`src/rtl/tstamp_extend_pkg.sv`:
```
package tstamp_extend_pkg;
  localparam int unsigned TIME_W   = 64;
  localparam int unsigned SHORT_W  = 24;
  localparam int unsigned LONG_W   = 32;

  typedef struct packed {
    logic [TIME_W-1:0] keep_mask;
    logic [TIME_W-1:0] wrap_step;
  } width_sel_t;
endpackage

```
`src/rtl/tstamp_mask_gen.sv`:
```
module tstamp_mask_gen #(
  parameter int unsigned TIME_W  = 64,
  parameter int unsigned SHORT_W = 24,
  parameter int unsigned LONG_W  = 32
) (
  input  logic              mode_wide,
  output logic [TIME_W-1:0] low_mask,
  output logic [TIME_W-1:0] span
);
  localparam int unsigned SEL_SHORT = SHORT_W;
  localparam int unsigned SEL_LONG  = LONG_W;

  for (genvar b = 0; b < TIME_W; b++) begin : g_bit
    if (b < SEL_SHORT) begin : g_always
      assign low_mask[b] = 1'b1;
    end else if (b < SEL_LONG) begin : g_wide_only
      assign low_mask[b] = mode_wide;
    end else begin : g_never
      assign low_mask[b] = 1'b0;
    end
  end

  assign span = low_mask + {{(TIME_W-1){1'b0}}, 1'b1};
endmodule

```
`src/rtl/tstamp_splice.sv`:
```
module tstamp_splice #(
  parameter int unsigned TIME_W = 64,
  parameter int unsigned PART_W = 32
) (
  input  logic [PART_W-1:0] part,
  input  logic [TIME_W-1:0] live,
  input  logic [TIME_W-1:0] low_mask,
  input  logic [TIME_W-1:0] span,
  output logic [TIME_W-1:0] result
);
  localparam int unsigned PAD_W = TIME_W - PART_W;

  logic [TIME_W-1:0] part_kept;
  logic [TIME_W-1:0] live_low;
  logic [TIME_W-1:0] joined;
  logic              wrapped;

  always_comb begin
    part_kept = {{PAD_W{1'b0}}, part} & low_mask;
    live_low  = live & low_mask;
    joined    = (live & ~low_mask) | part_kept;
    wrapped   = (live_low <= part_kept);
    result    = wrapped ? (joined - span) : joined;
  end
endmodule

```
`src/rtl/tstamp_out_stage.sv`:
```
module tstamp_out_stage #(
  parameter int unsigned DATA_W = 64
) (
  input  logic              clk,
  input  logic              rst_n,
  input  logic              up_valid,
  output logic              up_ready,
  input  logic [DATA_W-1:0] up_data,
  output logic              dn_valid,
  input  logic              dn_ready,
  output logic [DATA_W-1:0] dn_data
);
  logic              full_q;
  logic [DATA_W-1:0] data_q;
  logic              take;

  assign up_ready = !full_q || dn_ready;
  assign take     = up_valid && up_ready;

  always_ff @(posedge clk) begin
    if (!rst_n) begin
      full_q <= 1'b0;
    end else if (take) begin
      full_q <= 1'b1;
    end else if (dn_ready) begin
      full_q <= 1'b0;
    end
  end

  always_ff @(posedge clk) begin
    if (!rst_n) begin
      data_q <= '0;
    end else if (take) begin
      data_q <= up_data;
    end
  end

  assign dn_valid = full_q;
  assign dn_data  = data_q;
endmodule

```
`src/rtl/tstamp_extend.sv`:
```
module tstamp_extend
  import tstamp_extend_pkg::*;
#(
  parameter int unsigned TS_W    = TIME_W,
  parameter int unsigned NARROW  = SHORT_W,
  parameter int unsigned WIDE    = LONG_W
) (
  input  logic            clk,
  input  logic            rst_n,
  input  logic            mode_wide,
  input  logic            in_valid,
  output logic            in_ready,
  input  logic [WIDE-1:0] in_part,
  input  logic [TS_W-1:0] cnt_now,
  output logic            out_valid,
  input  logic            out_ready,
  output logic [TS_W-1:0] out_ts
);
  width_sel_t        sel;
  logic [TS_W-1:0]   rebuilt;

  tstamp_mask_gen #(
    .TIME_W (TS_W),
    .SHORT_W(NARROW),
    .LONG_W (WIDE)
  ) u_mask (
    .mode_wide(mode_wide),
    .low_mask (sel.keep_mask),
    .span     (sel.wrap_step)
  );

  tstamp_splice #(
    .TIME_W(TS_W),
    .PART_W(WIDE)
  ) u_splice (
    .part    (in_part),
    .live    (cnt_now),
    .low_mask(sel.keep_mask),
    .span    (sel.wrap_step),
    .result  (rebuilt)
  );

  tstamp_out_stage #(
    .DATA_W(TS_W)
  ) u_out (
    .clk     (clk),
    .rst_n   (rst_n),
    .up_valid(in_valid),
    .up_ready(in_ready),
    .up_data (rebuilt),
    .dn_valid(out_valid),
    .dn_ready(out_ready),
    .dn_data (out_ts)
  );
endmodule

```
`config.mk`:
```
export PLATFORM = sky130hd
export DESIGN_NAME = tstamp_extend
export DESIGN_NICKNAME = d
export VERILOG_FILES = /design/src/rtl/tstamp_extend_pkg.sv /design/src/rtl/tstamp_mask_gen.sv /design/src/rtl/tstamp_splice.sv /design/src/rtl/tstamp_out_stage.sv /design/src/rtl/tstamp_extend.sv
export SDC_FILE = /design/constraint.sdc
export NUM_CORES = 1
export LEC_CHECK = 0
export ABC_AREA = 1
export BUFFER_PORTS_ARGS = -buffer_cell sky130_fd_sc_hd__buf_2
export CORE_ASPECT_RATIO = 1.25
export CORE_MARGIN = 2
export CORE_UTILIZATION = 25
export DETAILED_ROUTE_END_ITERATION = 16
export PLACE_DENSITY = 0.5
export SYNTH_ARGS = -nofsm -noshare
export SYNTH_HDL_FRONTEND = slang
export SYNTH_HIERARCHICAL = 1
export SYNTH_SLANG_ARGS = --single-unit
```
`constraint.sdc`:
```
create_clock -name clk -period 7.02 [get_ports clk]
set_clock_uncertainty 0.15 [all_clocks]
set_input_delay 1.053 -clock clk [delete_from_list [all_inputs] [get_ports clk]]
set_output_delay 1.053 -clock clk [all_outputs]
set_load 0.1 [all_outputs]
```
# After elaboration in Yosys (flattened, before gate mapping)
# Cells that the tools add are included.
# totals
regBits,65
in_bits,101
output_inout_bits,66
wordCells,17
# classes
add_sub_neg,2
n_lt_le_gt_ge,1
n_mux,3
bitwise,5
reduce_logical,4
# op_table
cell,n
AND 64 x 32 -> 64 bit,1
AND 64 bit,1
<= comparator 64 bit,1
2-to-1 mux 64 bit,1
inverter 32 -> 64 bit,1
bitwise OR 64 bit,1
subtractor 64 x 33 -> 64 bit,1
adder 32 x 1 -> 33 bit (second input constant),1
AND 32 bit,1
2-to-1 mux 1 bit,2
nonzero test 2 bit,1
logical AND 1 bit,1
zero test 1 bit,1
logical OR 1 bit,1

# Longest topological paths before layout
# Gate-level depths: netlist (run 1).
# depth
ltp_word,5
mapped_depth,24
mapped_depth_nobuf,22

# By module
# Netlist (run 1), hierarchy kept.
# modules_own_cells
mod,n_inst,cells_each,area_each_um2
tstamp_splice,1,1953,8951.1
tstamp_out_stage,1,424,2932.8
tstamp_mask_gen,1,130,964.7

# Least setup slack after synthesis (run 1)
# OpenSTA, ideal clock, no wires.
# synth_path
kind,input-to-reg
from,input mode_wide
to,"register u_out.data_q[59], in the netlist u_out/dn_data[59]"
setup_time_ps,119
arrival_ps,2785
required_ps,6751
slack_ps,3966
cell_stages,21
cell_sequence,buf_4 -> nand2_1 -> o21ai_0 -> ha_1 -> nand2_1 -> nor2_2 -> inv_2 -> nor2_4 -> nand2_1 -> inv_1 -> nand2_2 -> nand2_2 -> nand2_1 -> nand2_1 -> nand2_1 -> nand3_1 -> nand2_1 -> inv_1 -> nand3_1 -> nand2_1 -> nor2_1
# synth_via
elab_chain_len,5
# synth_lines
item,line_no,rtl
from (decl),tstamp_extend.sv:10,"input logic mode_wide,"
"parallel branches: the longest is 4 deep, another holds subtractor 64 x 33 -> 64 bit",-,
2-to-1 mux 64 bit (*),tstamp_splice.sv:23,result = wrapped ? (joined - span) : joined;
named net rebuilt[59],tstamp_extend.sv:20,logic [TS_W-1:0] rebuilt;
to (signal assigned),tstamp_out_stage.sv:34,data_q <= up_data;
to (decl),tstamp_out_stage.sv:14,logic [DATA_W-1:0] data_q;
# Mark *: on every way through the listed nets, which the timed path passes.
# A chain may end at the register's enable or synchronous reset.

# Worst setup path after layout (run 1)
# layout_path
from,input mode_wide
to,"register u_out.data_q[53], in the netlist u_out/dn_data[53]"
# The elaborated chain is that of the path after synthesis.

==> results of run 1 <==
-- area by class of cell --
cell class | instances | area, um2
clock buffer | 14 | 274.0
timing repair buffer | 173 | 885.9
inverter | 580 | 2177
sequential | 65 | 1301
clock inverter | 2 | 35.03
tap | 658 | 823.3
fill | 6132 | 36630
multi-input combinational | 1803 | 8527
-- synth_stat cells (19+ instances only) --
| cell | instances | area share, % |
|---|---|---|
| sky130_fd_sc_hd__a21oi_1 | 115 | 4.5 |
| sky130_fd_sc_hd__buf_2 | 27 | 1.1 |
| sky130_fd_sc_hd__buf_4 | 134 | 7.8 |
| sky130_fd_sc_hd__dfxtp_1 | 65 | 10 |
| sky130_fd_sc_hd__ha_1 | 95 | 9.3 |
| sky130_fd_sc_hd__inv_1 | 566 | 17 |
| sky130_fd_sc_hd__nand2_1 | 947 | 28 |
| sky130_fd_sc_hd__nand2_2 | 21 | 1.0 |
| sky130_fd_sc_hd__nand3_1 | 145 | 5.6 |
| sky130_fd_sc_hd__nand4_1 | 27 | 1.3 |
| sky130_fd_sc_hd__nor2_1 | 200 | 5.8 |
| sky130_fd_sc_hd__nor2_2 | 19 | 0.93 |
| sky130_fd_sc_hd__o21ai_0 | 38 | 1.5 |
| sky130_fd_sc_hd__xor2_1 | 30 | 2.0 |
-- state kept, by name, summed over array words and instances (netlist names) --
| signal | cells |
|---|---|
| u_out/dn_valid | 1 |
| u_out/dn_data | 64 |
-- worst max-delay path, delay by kind of cell --
kind / cells / cell delay [ns]
buffers and inverters: 3 / 0.74
AO/OA/AOI/OAI: 3 / 0.70
adder cells (fa/ha/maj): 1 / 0.33
AND/OR/NAND/NOR: 10 / 1.47
-- how the worst min path moves through the flow --
stage | start | endpoint | slack, ns | depth (start not counted)
finish | u_out/dn_data[17] | u_out/dn_data[17] | 0.32 | 2
global placement | u_out/dn_data[18] | u_out/dn_data[18] | 0.31 | 2
global route | u_out/dn_data[19] | u_out/dn_data[19] | 0.35 | 2
CTS | u_out/dn_data[12] | u_out/dn_data[12] | 0.33 | 2
detailed placement | u_out/dn_data[6] | u_out/dn_data[6] | 0.31 | 2
floorplan | u_out/dn_data[10] | u_out/dn_data[10] | 0.81 | 2
-- power groups by stage --
stage / clock network [mW] / registers [mW] / logic (mW)
finish: 0.501 / 0.411 / 1.04
detailed placement: 0 / 0.420 / 1.04
CTS: 0.522 / 0.412 / 1.04
floorplan: 0 / 0.623 / 0.639
global route: 0.538 / 0.416 / 1.16
global placement: 0 / 0.419 / 1.04
-- through the flow --
step	std cells	setup slack [ns]	hold slack [ns]
2_1_floorplan	2623	3.966	0.8094
3_3_place_gp	3279	2.479	0.3073
3_5_place_dp	3279	2.493	0.3128
4_1_cts	3295	2.867	0.3281
5_1_grt	3295	2.599	0.3469
6_report	3295	2.862	0.3215
-- cell usage in the layout (no fill, tap or decap), types with 3 or more instances in the layout --
cell type and instances:
sky130_fd_sc_hd__nand2_4 3, sky130_fd_sc_hd__nor3_1 7, sky130_fd_sc_hd__conb_1 118, sky130_fd_sc_hd__nand3b_1 5
sky130_fd_sc_hd__inv_1 566, sky130_fd_sc_hd__nand3_2 6, sky130_fd_sc_hd__and3_1 3, sky130_fd_sc_hd__nand2_1 947
sky130_fd_sc_hd__nand4_1 27, sky130_fd_sc_hd__xor2_1 30, sky130_fd_sc_hd__nand3_1 145, sky130_fd_sc_hd__nor3_2 6
sky130_fd_sc_hd__o21a_1 3, sky130_fd_sc_hd__nor2_1 200, sky130_fd_sc_hd__buf_4 8, sky130_fd_sc_hd__clkinv_1 3
sky130_fd_sc_hd__dfxtp_1 65, sky130_fd_sc_hd__buf_2 165, sky130_fd_sc_hd__o21ai_0 38, sky130_fd_sc_hd__nor2_2 19
sky130_fd_sc_hd__clkbuf_16 9, sky130_fd_sc_hd__inv_2 11, sky130_fd_sc_hd__ha_1 95, sky130_fd_sc_hd__clkbuf_8 3
sky130_fd_sc_hd__a21oi_1 115, sky130_fd_sc_hd__nand2_2 20
-- cells by family (layout without fill, tap and decap cells) --
group | Yosys count | after routing | share of synthesized area, %
AND/OR/NAND/NOR | 1398 | 1398 | 44.98
buffers and inverters | 755 | 769 | 26.94
AO/OA/AOI/OAI | 159 | 159 | 6.310
adder cells (fa/ha/maj) | 96 | 96 | 9.407
flip-flops | 65 | 65 | 10.13
XOR/XNOR | 32 | 32 | 2.181
other | 2 | 118 | 0.05845
-- per-layer routing --
| layer | up-vias | share of wire [%] | GRT usage, % |
|---|---|---|---|
| met4 | 0 | 3.6 | 6.541 |
| met5 | - | 0 | 0 |
| li1 | 7425 | - | - |
| met3 | 59 | 4.1 | 2.736 |
| met2 | 199 | 50 | 29.82 |
| met1 | 5790 | 42 | 18.82 |
==> reports/summary.md, run 1 <==
For the pin with the worst max-slew slack, the measured transition is 0.7687 ns. The capture point of the critical path is u_out/dn_data[53]. Sequential cells were found to cover 10.13% of the synthesized design area. For this run, the detailed router's first-pass iteration total came to 5. The first global-routing pass estimated 67540 um of wire.

For the clock network fraction of design power, the log shows 25.7%. In this run the tightest slew margin relative to its limit is 48.76%. Count of hold-fix buffers inserted at cts: 0. The design internal power was 983.9 uW; the final count of hold timing violations was 0.

The run finished with clean final reports. The logs give 0 for the total count of max-transition violations in the final report and 0 for the number of violations of the max-capacitance limit. The detailed router finished its first iteration with 526 violations.

The design draws 1.949 mW. The setup check on the worst reg-to-reg path leaves a slack of 4.87 ns. The cell with the largest stage delay on the worst path is sky130_fd_sc_hd__nand2_2. Share of power burned in combinational logic: 53.2%. For the aggregate global routing overflow, the log shows 0. The number of remaining DRC errors is 0. After synthesis, the share of flip-flops with an asynchronous set or reset is 0%. TritonCTS built the clock tree. STA classifies the critical path startpoint as an input port. The floorplan has 92 rows. The vertical die dimension is 257.5 um.

The net count of the finished layout is 2829. The standby leakage power came out at 8.931 nW. Dividing the synthesized area by the synthesized cell count gives 5.125 um2. For this design the total switching power over the nets is 965.2 uW. The count of nets left with antenna violations once routing finished came out at 0. The floorplan step defined a core boundary enclosing 50650 um2. The smallest clock period supported by the final layout is computed as 4.158 ns. Setup repair after global routing left no endpoint under its margin. The flop and latch count out of synthesis is 65. After clock tree synthesis, the repair step resized 0 gates.

The peak fanout along the critical path was 29. The worst-case reg-to-reg path depth was 5; the routed via count was 13470. The maximum single-stage delay on the critical path came out at 0.57 ns. The floorplan step set the die width to 206.8 um. The prevailing post-synth register cell was sky130_fd_sc_hd__dfxtp_1. 0 antenna diodes ended up in the layout. After synthesis the cells add up to 12850 um2. The endpoint identified for the worst register-to-register timing path is u_out/dn_data[21]. Using the TritonRoute via totals, the vias-per-cell ratio works out to 4.089. Classification of the worst-slack hold path: reg2reg. The overall fraction of global-route tracks in use was 16.42%; the total of buffers placed on input and output ports was 166.

The number of antenna violations at the first check in global routing came out at 0. In this run the worst setup path begins at mode_wide. Counting every instance in the synthesized netlist gives 2507.

The sequential share of power is 21.1%. The beginning of the worst register-to-register path was u_out/dn_valid. After routing, the total negative slack on setup checks comes to 0 ns. The growth of design area from synthesis to finish came out at 9.144%. Setup violations remaining at the end of the flow were counted as 0. Fraction of the core area covered by cells at the end of the flow: 27.69%. The later-pin clock latency in the skew report is 0.37 ns, and the fraction of power spent switching nets is 49.52%.

The root buffer cell chosen for the clock tree is sky130_fd_sc_hd__clkbuf_16. In the finished design, the share of the clock period the worst path needs comes to 59.23%. Number of top-level pins: 167.

By startpoint and endpoint, the worst setup path is classified as in2reg. The post-route netlist has 9.822% of its cells at a drive strength greater than 1. The overall die area is 53240 um2. Dividing total power by cell area gives a power density of 139.0 nW/um2. Counting the buffers created by CTS gives 9. The number of setup buffers added after CTS is 0. After detailed placement, the total cell area comes to 13710 um2.

The logs give 3 for the H-tree depth and 14020 um2 for the area of all placed cells without fillers. The logs give 65 for the sink count of the clock tree and 2 for the maximum number of buffers from clock root to sink. The logs give 4.32 ns for the arrival time of the worst setup path and 42980 um for the total detailed-routing wirelength. The logs give 37 for the post-synthesis cell type count and 70 for the largest net degree at the start of global routing. Initial cell density of the core: 25.37%. The critical path goes through buf_2 > nand2_1 > ha_1 > a21oi_1 > o21ai_0 > nand2_1 > nand2_1 > a21oi_1 > nand3_1 > nand2_2 > buf_4 > nand3_1 > nand2_1 > inv_1 > nand3_1 > nand2_1 > nor2_1. The number of global-route vias before repair came out at 12800. STA classifies the critical path endpoint as a register. After legalization and detailed placement, the total HPWL measured 37050 um. Static timing analysis puts the maximum clock frequency at 0.2405 GHz. VDD sags by at most 0.0001007 V. The data required time of the worst path is 7.18 ns, and the wire length per cell is 13.04 um. The most numerous cell type found on the critical path is sky130_fd_sc_hd__nand2_1.

After clock tree synthesis, the clock-pin slew on the worst setup and hold paths is 0.06 ns. In this run, synthesis inferred 0 flip-flops with an integrated enable. Yosys printed 6 warnings. The congestion estimate from routability-driven global placement came to 0.9819.
(Power assumes the default switching activity.)
==> inputs of run 2 (changes only) <==
==> constraint.sdc (replaced) <==
create_clock -name clk -period 4 [get_ports clk]
set_clock_uncertainty 0.15 [all_clocks]
set_input_delay 0.6 -clock clk [delete_from_list [all_inputs] [get_ports clk]]
set_output_delay 0.6 -clock clk [all_outputs]
set_load 0.1 [all_outputs]
==> run 2 against run 1 <==
Against the previous run: critical path depth up 1; register-to-register slack worse by 3.1 ns; setup slack worse by 2.0 ns; global-route usage rose by 0.23 points; final cell count is essentially flat; via count is 0.15% lower; flip-flop and latch count unchanged; sequential power increased by 76%; worst hold slack better by 0.00077 ns; highest routed layer unchanged.
==> reports/summary.md, run 2 (synthesized netlist as in run 1, its figures left out) <==
The via-per-instance ratio was 4.082; the sequential share of power was 21.1%. The maximum number of buffers from clock root to sink came out at 2. TritonCTS built the clock tree. First-pass GRT wire length: 68240 um.

Total detailed-routing wirelength: 43790 um. Pin placement for this block handled 167 I/O pins. The run finished with clean final reports. The critical path in this run is classified as in2reg.

Later-pin clock latency in the skew report: 0.37 ns. In this run the tightest slew margin relative to its limit is 50.19%. The count of instances resized after the clock tree is built is 0.

The routability-driven placement congestion ratio is 0.9661, and the power density normalized to cell area is 243.1 nW/um2. The total of buffers placed on input and output ports works out to 166. The count of standard-cell rows is 92, and the clock network fraction of design power is 25.6%. Summed over all layers, the global routing overflow is 0. The classification of the worst-slack hold path is reg2reg.

Based on the critical path, the design can be clocked at up to 0.3187 GHz. The largest net degree at the start of global routing is 75. The number of diodes came out at 0.

The total count of max-transition violations in the final report is 0. For this run, the slowest stage of the critical path takes 0.45 ns. STA puts the critical path data arrival time at 3.26 ns. Peak fanout along the critical path: 26.

After the first detailed-routing iteration, the DRC count stood at 697. The first detailed-routing pass took 6 iterations. Setup repair after global routing left no endpoint under its margin. The cell with the largest stage delay on the worst path was sky130_fd_sc_hd__ha_1.

The share of the clock period used by the worst path after layout was 78.43%; the fraction of power spent switching nets was 49.45%. At the worst endpoint, the required time is 4.12 ns. The initial cell density of the core was 25.37%; the buffer count from post-CTS setup fixing was 0. The number of nets in the final layout was 2830. The library cell used most frequently in the layout, excluding fill and tap cells, is sky130_fd_sc_hd__nand2_1.

The clock tree root driver cell was sky130_fd_sc_hd__clkbuf_16. The register with the most flip-flops in the layout has 64 of them. The sink count of the clock tree is 65. From left edge to right edge, the die measures 206.8 um.

Vertical die dimension: 257.5 um. The growth of design area from synthesis to finish came out at 9.495%. For the post-route setup TNS, the log shows 0 ns. The switching power total is 1.691 mW.

In the layout the commonest cells are sky130_fd_sc_hd__nand2_1 (947), sky130_fd_sc_hd__inv_1 (566), sky130_fd_sc_hd__nor2_1 (200). In the routed design, unresolved DRC markers number 0. The tools report the sort of element at the start of the critical path as an input port.

The area of the core came out at 50650 um2. The run gives 0 as the count of hold-fix buffers inserted at cts. Across the run, the number of max-cap violations was 0.

Subtracting the final worst setup slack from the clock period gives 3.137 ns. Counting the buffers created by CTS gives 9. The count of nets left with antenna violations once routing finished came out at 0. The die covers 53240 um2. The worst ir drop on vdd was 0.0001944 V; the H-tree depth was 3. The design internal power was 1.729 mW; the fraction of the core area covered by cells at the end of the flow was 27.78%. Clock-pin slew was measured on the worst setup and hold paths at 0.06 ns.

The actual transition at the worst max-transition pin is 0.7472 ns. The signal on the critical path passes through buf_2 > o21ai_0 > ha_1 > nand2_1 > inv_2 > nand2_1 > nor2_1 > nand2_1 > nor3_2 > nand2_1 > nand3_1 > nand2_1 > nand3_1 > nand2_1 > inv_1 > nand3_1 > nand2_1 > nor2_1. The worst setup path is captured at a register.

For the final count of hold timing violations, the log shows 0. The total setup violations reported at the end of the flow was 0; the standby leakage power was 8.951 nW. The wire-length estimate of the detail-placed layout is 37720 um. Routed via count: 13450. The wire length per cell came out at 13.29 um. Among the stages of the critical path, the cell type that occurs most often is sky130_fd_sc_hd__nand2_1. The run gives 12720 as the number of global-route vias before repair. The run gives 0 as the number of antenna violations at the first check in global routing. The overall fraction of global-route tracks in use is 16.65%. Share of power burned in combinational logic: 53.2%. The fraction of layout instances using a drive strength above 1 came out at 9.856%.
run 2: cell count changes in the layout (fill, tap and decap cells not counted):
cell | previous run | this run
sky130_fd_sc_hd__buf_4 | 8 | 6
sky130_fd_sc_hd__buf_12 | 0 | 3
run 2: path summary, 6_finish.rpt:
kind	start	endpoint	slack, ns	cells after the start
hold / removal	u_out/dn_data[18]	u_out/dn_data[18]	0.32	2
hold reg to reg	u_out/dn_data[18]	u_out/dn_data[18]	0.32	2
setup / recovery	mode_wide	u_out/dn_data[46]	0.86	18
setup reg to reg	u_out/dn_valid	u_out/dn_data[22]	1.82	5
run 2: power by group through the flow:
stage / clock (mW) / sequential [mW] / combinational (mW)
2_1_floorplan: 0 / 1.09 / 1.12
3_3_place_gp: 0 / 0.737 / 1.83
3_5_place_dp: 0 / 0.738 / 1.83
4_1_cts: 0.918 / 0.724 / 1.83
5_1_grt: 0.946 / 0.730 / 2.04
6_report: 0.876 / 0.723 / 1.82
run 2: layout make-up:
class	count	area, um2
Clock inverter	2	35.03
Clock buffer	14	274.0
Multi-Input combinational cell	1803	8527
Tap cell	658	823.3
Fill cell	6098	36580
Sequential cell	65	1301
Inverter	580	2177
Timing Repair Buffer	174	930.9
run 2: routing by layer:
layer | track usage (%) | share of wire (%)
met4 | 4.255 | 2.0
met5 | 0 | 0
met3 | 2.368 | 3.5
met1 | 19.20 | 43
met2 | 31.53 | 51
run 2: metrics by stage:
step / instances / power, mW / cell area [um2] / setup WS [ns] / hold WS [ns]
5_1_grt: 3296 / 3.720 / 14070 / 0.5599 / 0.3450
3_3_place_gp: 3280 / 2.571 / 13760 / 0.4594 / 0.3076
2_1_floorplan: 2623 / 2.215 / 13280 / 1.399 / 0.7279
4_1_cts: 3296 / 3.475 / 14070 / 0.8645 / 0.3282
6_report: 3296 / 3.420 / 14070 / 0.8627 / 0.3223
3_5_place_dp: 3280 / 2.564 / 13760 / 0.4664 / 0.3136
run 2: critical path: cells and delay by family:
| kind | cells | cell delay, ns |
|---|---|---|
| AND/OR/NAND/NOR | 13 | 1.50 |
| buffers and inverters | 3 | 0.46 |
| adder cells (fa/ha/maj) | 1 | 0.45 |
| AO/OA/AOI/OAI | 1 | 0.24 |
==> inputs of run 3 (changes only) <==
--- a/config.mk
+++ b/config.mk
@@ -5,13 +5,13 @@
 export SDC_FILE = /design/constraint.sdc
 export NUM_CORES = 1
 export LEC_CHECK = 0
-export ABC_AREA = 1
+export ABC_AREA = 0
 export BUFFER_PORTS_ARGS = -buffer_cell sky130_fd_sc_hd__buf_2
 export CORE_ASPECT_RATIO = 1.25
 export CORE_MARGIN = 2
 export CORE_UTILIZATION = 25
 export DETAILED_ROUTE_END_ITERATION = 16
-export PLACE_DENSITY = 0.5
+export PLACE_DENSITY = 0.52
 export SYNTH_ARGS = -nofsm -noshare
 export SYNTH_HDL_FRONTEND = slang
 export SYNTH_HIERARCHICAL = 1
==> constraint.sdc (replaced) <==
create_clock -name clk -period 2.57 [get_ports clk]
set_clock_uncertainty 0.15 [all_clocks]
set_input_delay 0.3855 -clock clk [delete_from_list [all_inputs] [get_ports clk]]
set_output_delay 0.3855 -clock clk [all_outputs]
set_load 0.1 [all_outputs]
==> run 3 against run 2 <==
Against the previous run: the flow now finishes with violations (setup timing); critical path depth fell by 1; non-clock buffer count grew 385; utilization is 14 points higher; via count decreased by 17%; combinational power up 91%; synthesized cell count decreased by 42%; clock power up 63%; synthesized area down 22%; final area increased by 16%; final cell count shrank 26%; flip-flop and latch count unchanged; die area decreased by 22%.
==> reports/summary.md, run 3 <==
167 I/O pins were placed. The growth of design area from synthesis to finish works out to 63.23%. The run finished, with violations left. The top cell type by area accounts for 13.03% of the synthesized area. The combinational family with the most area after synthesis is simple AND/OR/NAND/NOR gates. The wire length per cell works out to 15.14 um. The critical path capture point type is a register. In this run the remaining antenna-violating nets after routing total 0.

Final hold analysis gives a worst-case slack of 0.1301 ns. The checks that failed: setup timing. The library cells used most frequently in the layout, excluding fill and tap cells, are sky130_fd_sc_hd__buf_4 (335), sky130_fd_sc_hd__nand2_1 (211), sky130_fd_sc_hd__buf_2 (157). Combinational logic is responsible for 57.8% of the overall power. Sequential cells burn 18.3% of the power. The later pin in the worst-skew pair is clocked with a latency of 0.37 ns.

The portion of netlist area occupied by mux cells was 7.031%. The synthesized netlist devotes 22.45% of its cell area to compound gates. For the clock network fraction of design power, the log shows 23.9%. The tools report the clock tree root driver cell as sky130_fd_sc_hd__clkbuf_16. The register with the most flip-flops in the layout has 64 of them. The average instance in the mapped netlist occupies 6.909 um2. The signal on the critical path passes through buf_2 > nand2_2 > o21ai_4 > ha_4 > buf_4 > nand2_1 > buf_4 > o221a_2 > o31ai_4 > a41oi_4 > buf_6 > o31ai_4 > a31oi_4 > or4_4 > nand3_2 > nand2_1 > mux2i_1. The vertical die dimension is 227.4 um, and the sink count of the clock tree is 65.

The logs give 395 for the number of DRC markers in iteration 0 and 27120 um for the detailed placer's ending HPWL. The via-per-instance ratio was 4.571; the actual transition at the worst max-transition pin was 0.5683 ns. Of the cells placed in the final design, the portion with a size suffix greater than 1 is 44.06%. The critical path contains buffers and inverters numbering 4 combined.

Of the total synthesized cell area, the portion taken by AND, OR, NAND and NOR gates is 23.52%. The peak fanout along the critical path is 5. Summed over all nets, wire length on met2 after detailed routing comes to 19370 um. TritonCTS built the clock tree.

Dividing total power by cell area gives a power density of 368.3 nW/um2. The longest clock path from root to sink contains 2 buffers. The library cell used most frequently in the layout, excluding fill and tap cells, is sky130_fd_sc_hd__buf_4. Based on the critical path, the design can be clocked at up to 0.3088 GHz.

The maximum single-stage delay on the critical path is 0.51 ns, and the setup slack of the critical path after layout is -0.6686 ns. In this run the core area contains 81 standard-cell rows. Across the VDD grid, the largest voltage drop is 0.0002951 V. The synthesized netlist devotes 12.11% of its cell area to adder and majority cells. In this run switching power makes up 42.14% of total power. For this run, the number of Yosys warnings is 6. The logs give 0 for the final count of hold timing violations and 11200 for the routed via count. The logs give 25.45% for the initial cell density of the core and 0 for the number of diodes. The number of clock buffers added by TritonCTS is 9.

The final layout contains routed wiring with a total length of 37100 um. The number of antenna violations at the first check in global routing came out at 0. The sort of element at the start of the critical path is an input port.

The logs give 0 for the number of remaining DRC errors and 41.55% for the fraction of the core area covered by cells at the end of the flow. Counting every instance in the synthesized netlist gives 1445. The analysis attributes to cell leakage a power of 7.785 nW.

The switching power total is 2.529 mW. The flop and latch count out of synthesis is 65. The tools report the routed metal-1 wire length as 15540 um.

Entering global routing, the biggest net connects 65 pins. The aggregate global routing overflow is 0. The worst-case reg-to-reg path depth is 4, and the proportion of synthesized flip-flops having asynchronous set or reset is 0%. The worst slew slack as a fraction of its limit came out at 62.37%. After the last flow step, the layout net total stands at 2144. The total setup violations reported at the end of the flow is 64.

The post-synthesis cell type count was 75; the total met3 wirelength after detailed routing was 1194 um. Global routing used 17.34% of the available tracks across all layers. Ranked by total cell area, the synthesized netlist is headed by sky130_fd_sc_hd__dfxtp_1 (13%), sky130_fd_sc_hd__ha_1 (12%), sky130_fd_sc_hd__nand2_1 (10%). By instance count, the leading cell after synthesis is sky130_fd_sc_hd__nand2_1. The number of hold buffers added after CTS was 0. Along the worst hold path, the cell count comes to 3.

The number of violations of the max-capacitance limit is 0. Floorplan die width: 182.7 um. The tools report the sequential area share after synthesis as 13.03%. Sorting the synthesized cells by how often they occur yields sky130_fd_sc_hd__nand2_1 (275), sky130_fd_sc_hd__buf_4 (128), sky130_fd_sc_hd__o21ai_0 (118).

The most used flip-flop cell after synthesis is sky130_fd_sc_hd__dfxtp_1. The area of the mapped netlist was 9983 um2; the overall die area was 41560 um2. On the critical path the largest part of the delay comes from compound AO/OA/AOI/OAI gates. Once layout is complete, the cells apart from fillers number 2450.

Clock input transition at the sequential cells of the worst setup and hold paths: 0.06 ns. The critical path class was in2reg. The synthesized design spends more area on one cell type than any other, namely sky130_fd_sc_hd__dfxtp_1. The slowest stage of the critical path belongs to the cell sky130_fd_sc_hd__or4_4. The synthesized netlist devotes 4.474% of its cell area to XOR and XNOR gates.

Internal power comes to 3.473 mW. The critical path crosses 17 cells after its start point. The first global-routing pass estimated 56890 um of wire.

The logs give 0.8591 for the routability-driven placement congestion ratio and 3 for the H-tree depth. Data on the critical path is required at its endpoint by 2.72 ns. The shortest period the worst path allows was 3.239 ns; the area of the core was 39220 um2. After detailed routing, no signal wire sits above met4. Before CTS, the worst setup slack after placement is -1.523 ns.

The number of synthesized flops with an enable pin works out to 0. The first detailed-routing pass ran for 5 iterations. Of the available clock period, the critical path in the final layout requires 126.0%. For the total count of max-transition violations in the final report, the log shows 0. The arrival time of the worst setup path was 3.39 ns. The classification of the worst-slack hold path is in2reg. Setup repair after global routing could not meet its margin everywhere. Input and output buffers added on the ports amount to 166. For the number of global-route vias before repair, the log shows 11360.

Including well taps, the total number of placed cells is 2345.
## run 3: repair_timing
item | CTS | global route
gates cloned | 14 | 6
setup endpoints to repair | 64 | 64
gates resized for setup | 299 | 151
pin swaps | 108 | 63
buffers inserted | 62 | 12
## run 3: final timing paths
path / start / end / slack, ns
max: in_part[18] / u_out/dn_data[56] / -0.67
min reg2reg: u_out/dn_data[57] / u_out/dn_data[57] / 0.30
max reg2reg: u_out/dn_valid / u_out/dn_data[38] / 1.09
min: in_valid / u_out/dn_valid / 0.13
## run 3: power groups by stage
stage               registers (mW)  clock network [mW]  logic [mW]
global placement              1.12                   0        2.79
global route                  1.11                1.53        3.74
CTS                           1.10                1.49        3.28
detailed placement            1.12                   0        2.80
finish                        1.10                1.43        3.47
floorplan                     1.52                   0        1.49
## run 3: cells by family (layout without fill, tap and decap cells)
family	Yosys count	after routing
flip-flops	65	65
buffers and inverters	298	688
XOR/XNOR	51	51
AND/OR/NAND/NOR	509	509
multiplexers	70	70
other	2	118
adder cells (fa/ha/maj)	96	96
AO/OA/AOI/OAI	354	355
## run 3: routing by layer
metal / up-vias / GRT usage, %
met5: - / 0
met4: 0 / 6.139
met3: 56 / 1.968
met2: 205 / 32.77
met1: 5204 / 20.07
li1: 5734 / -
## run 3: cell type report
class	instances	area (um2)
repair buffers	559	4481
flip-flops and latches	65	1301
multi-input cells	1199	9145
well taps	498	623.1
clock buffers	11	242.7
inverters	113	424.2
fillers	3937	22930
clock inverters	5	78.83
## run 3: through the flow
stage	total power, mW	area [um2]	setup TNS [ns]
CTS	5.863	15500	-29.75
floorplan	3.009	10640	-31.11
detailed placement	3.922	13110	-75.41
finish	6.002	16300	-34.36
global placement	3.908	13110	-73.79
global route	6.377	16300	-43.44
## run 3: worst reg2reg max path: cells and delay by family, from the launching register on
kind / cells / cell delay, ns
buf+inv: 1 / 0.39
mux: 1 / 0.31
flops: 1 / 0.33
simple gates: 2 / 0.22
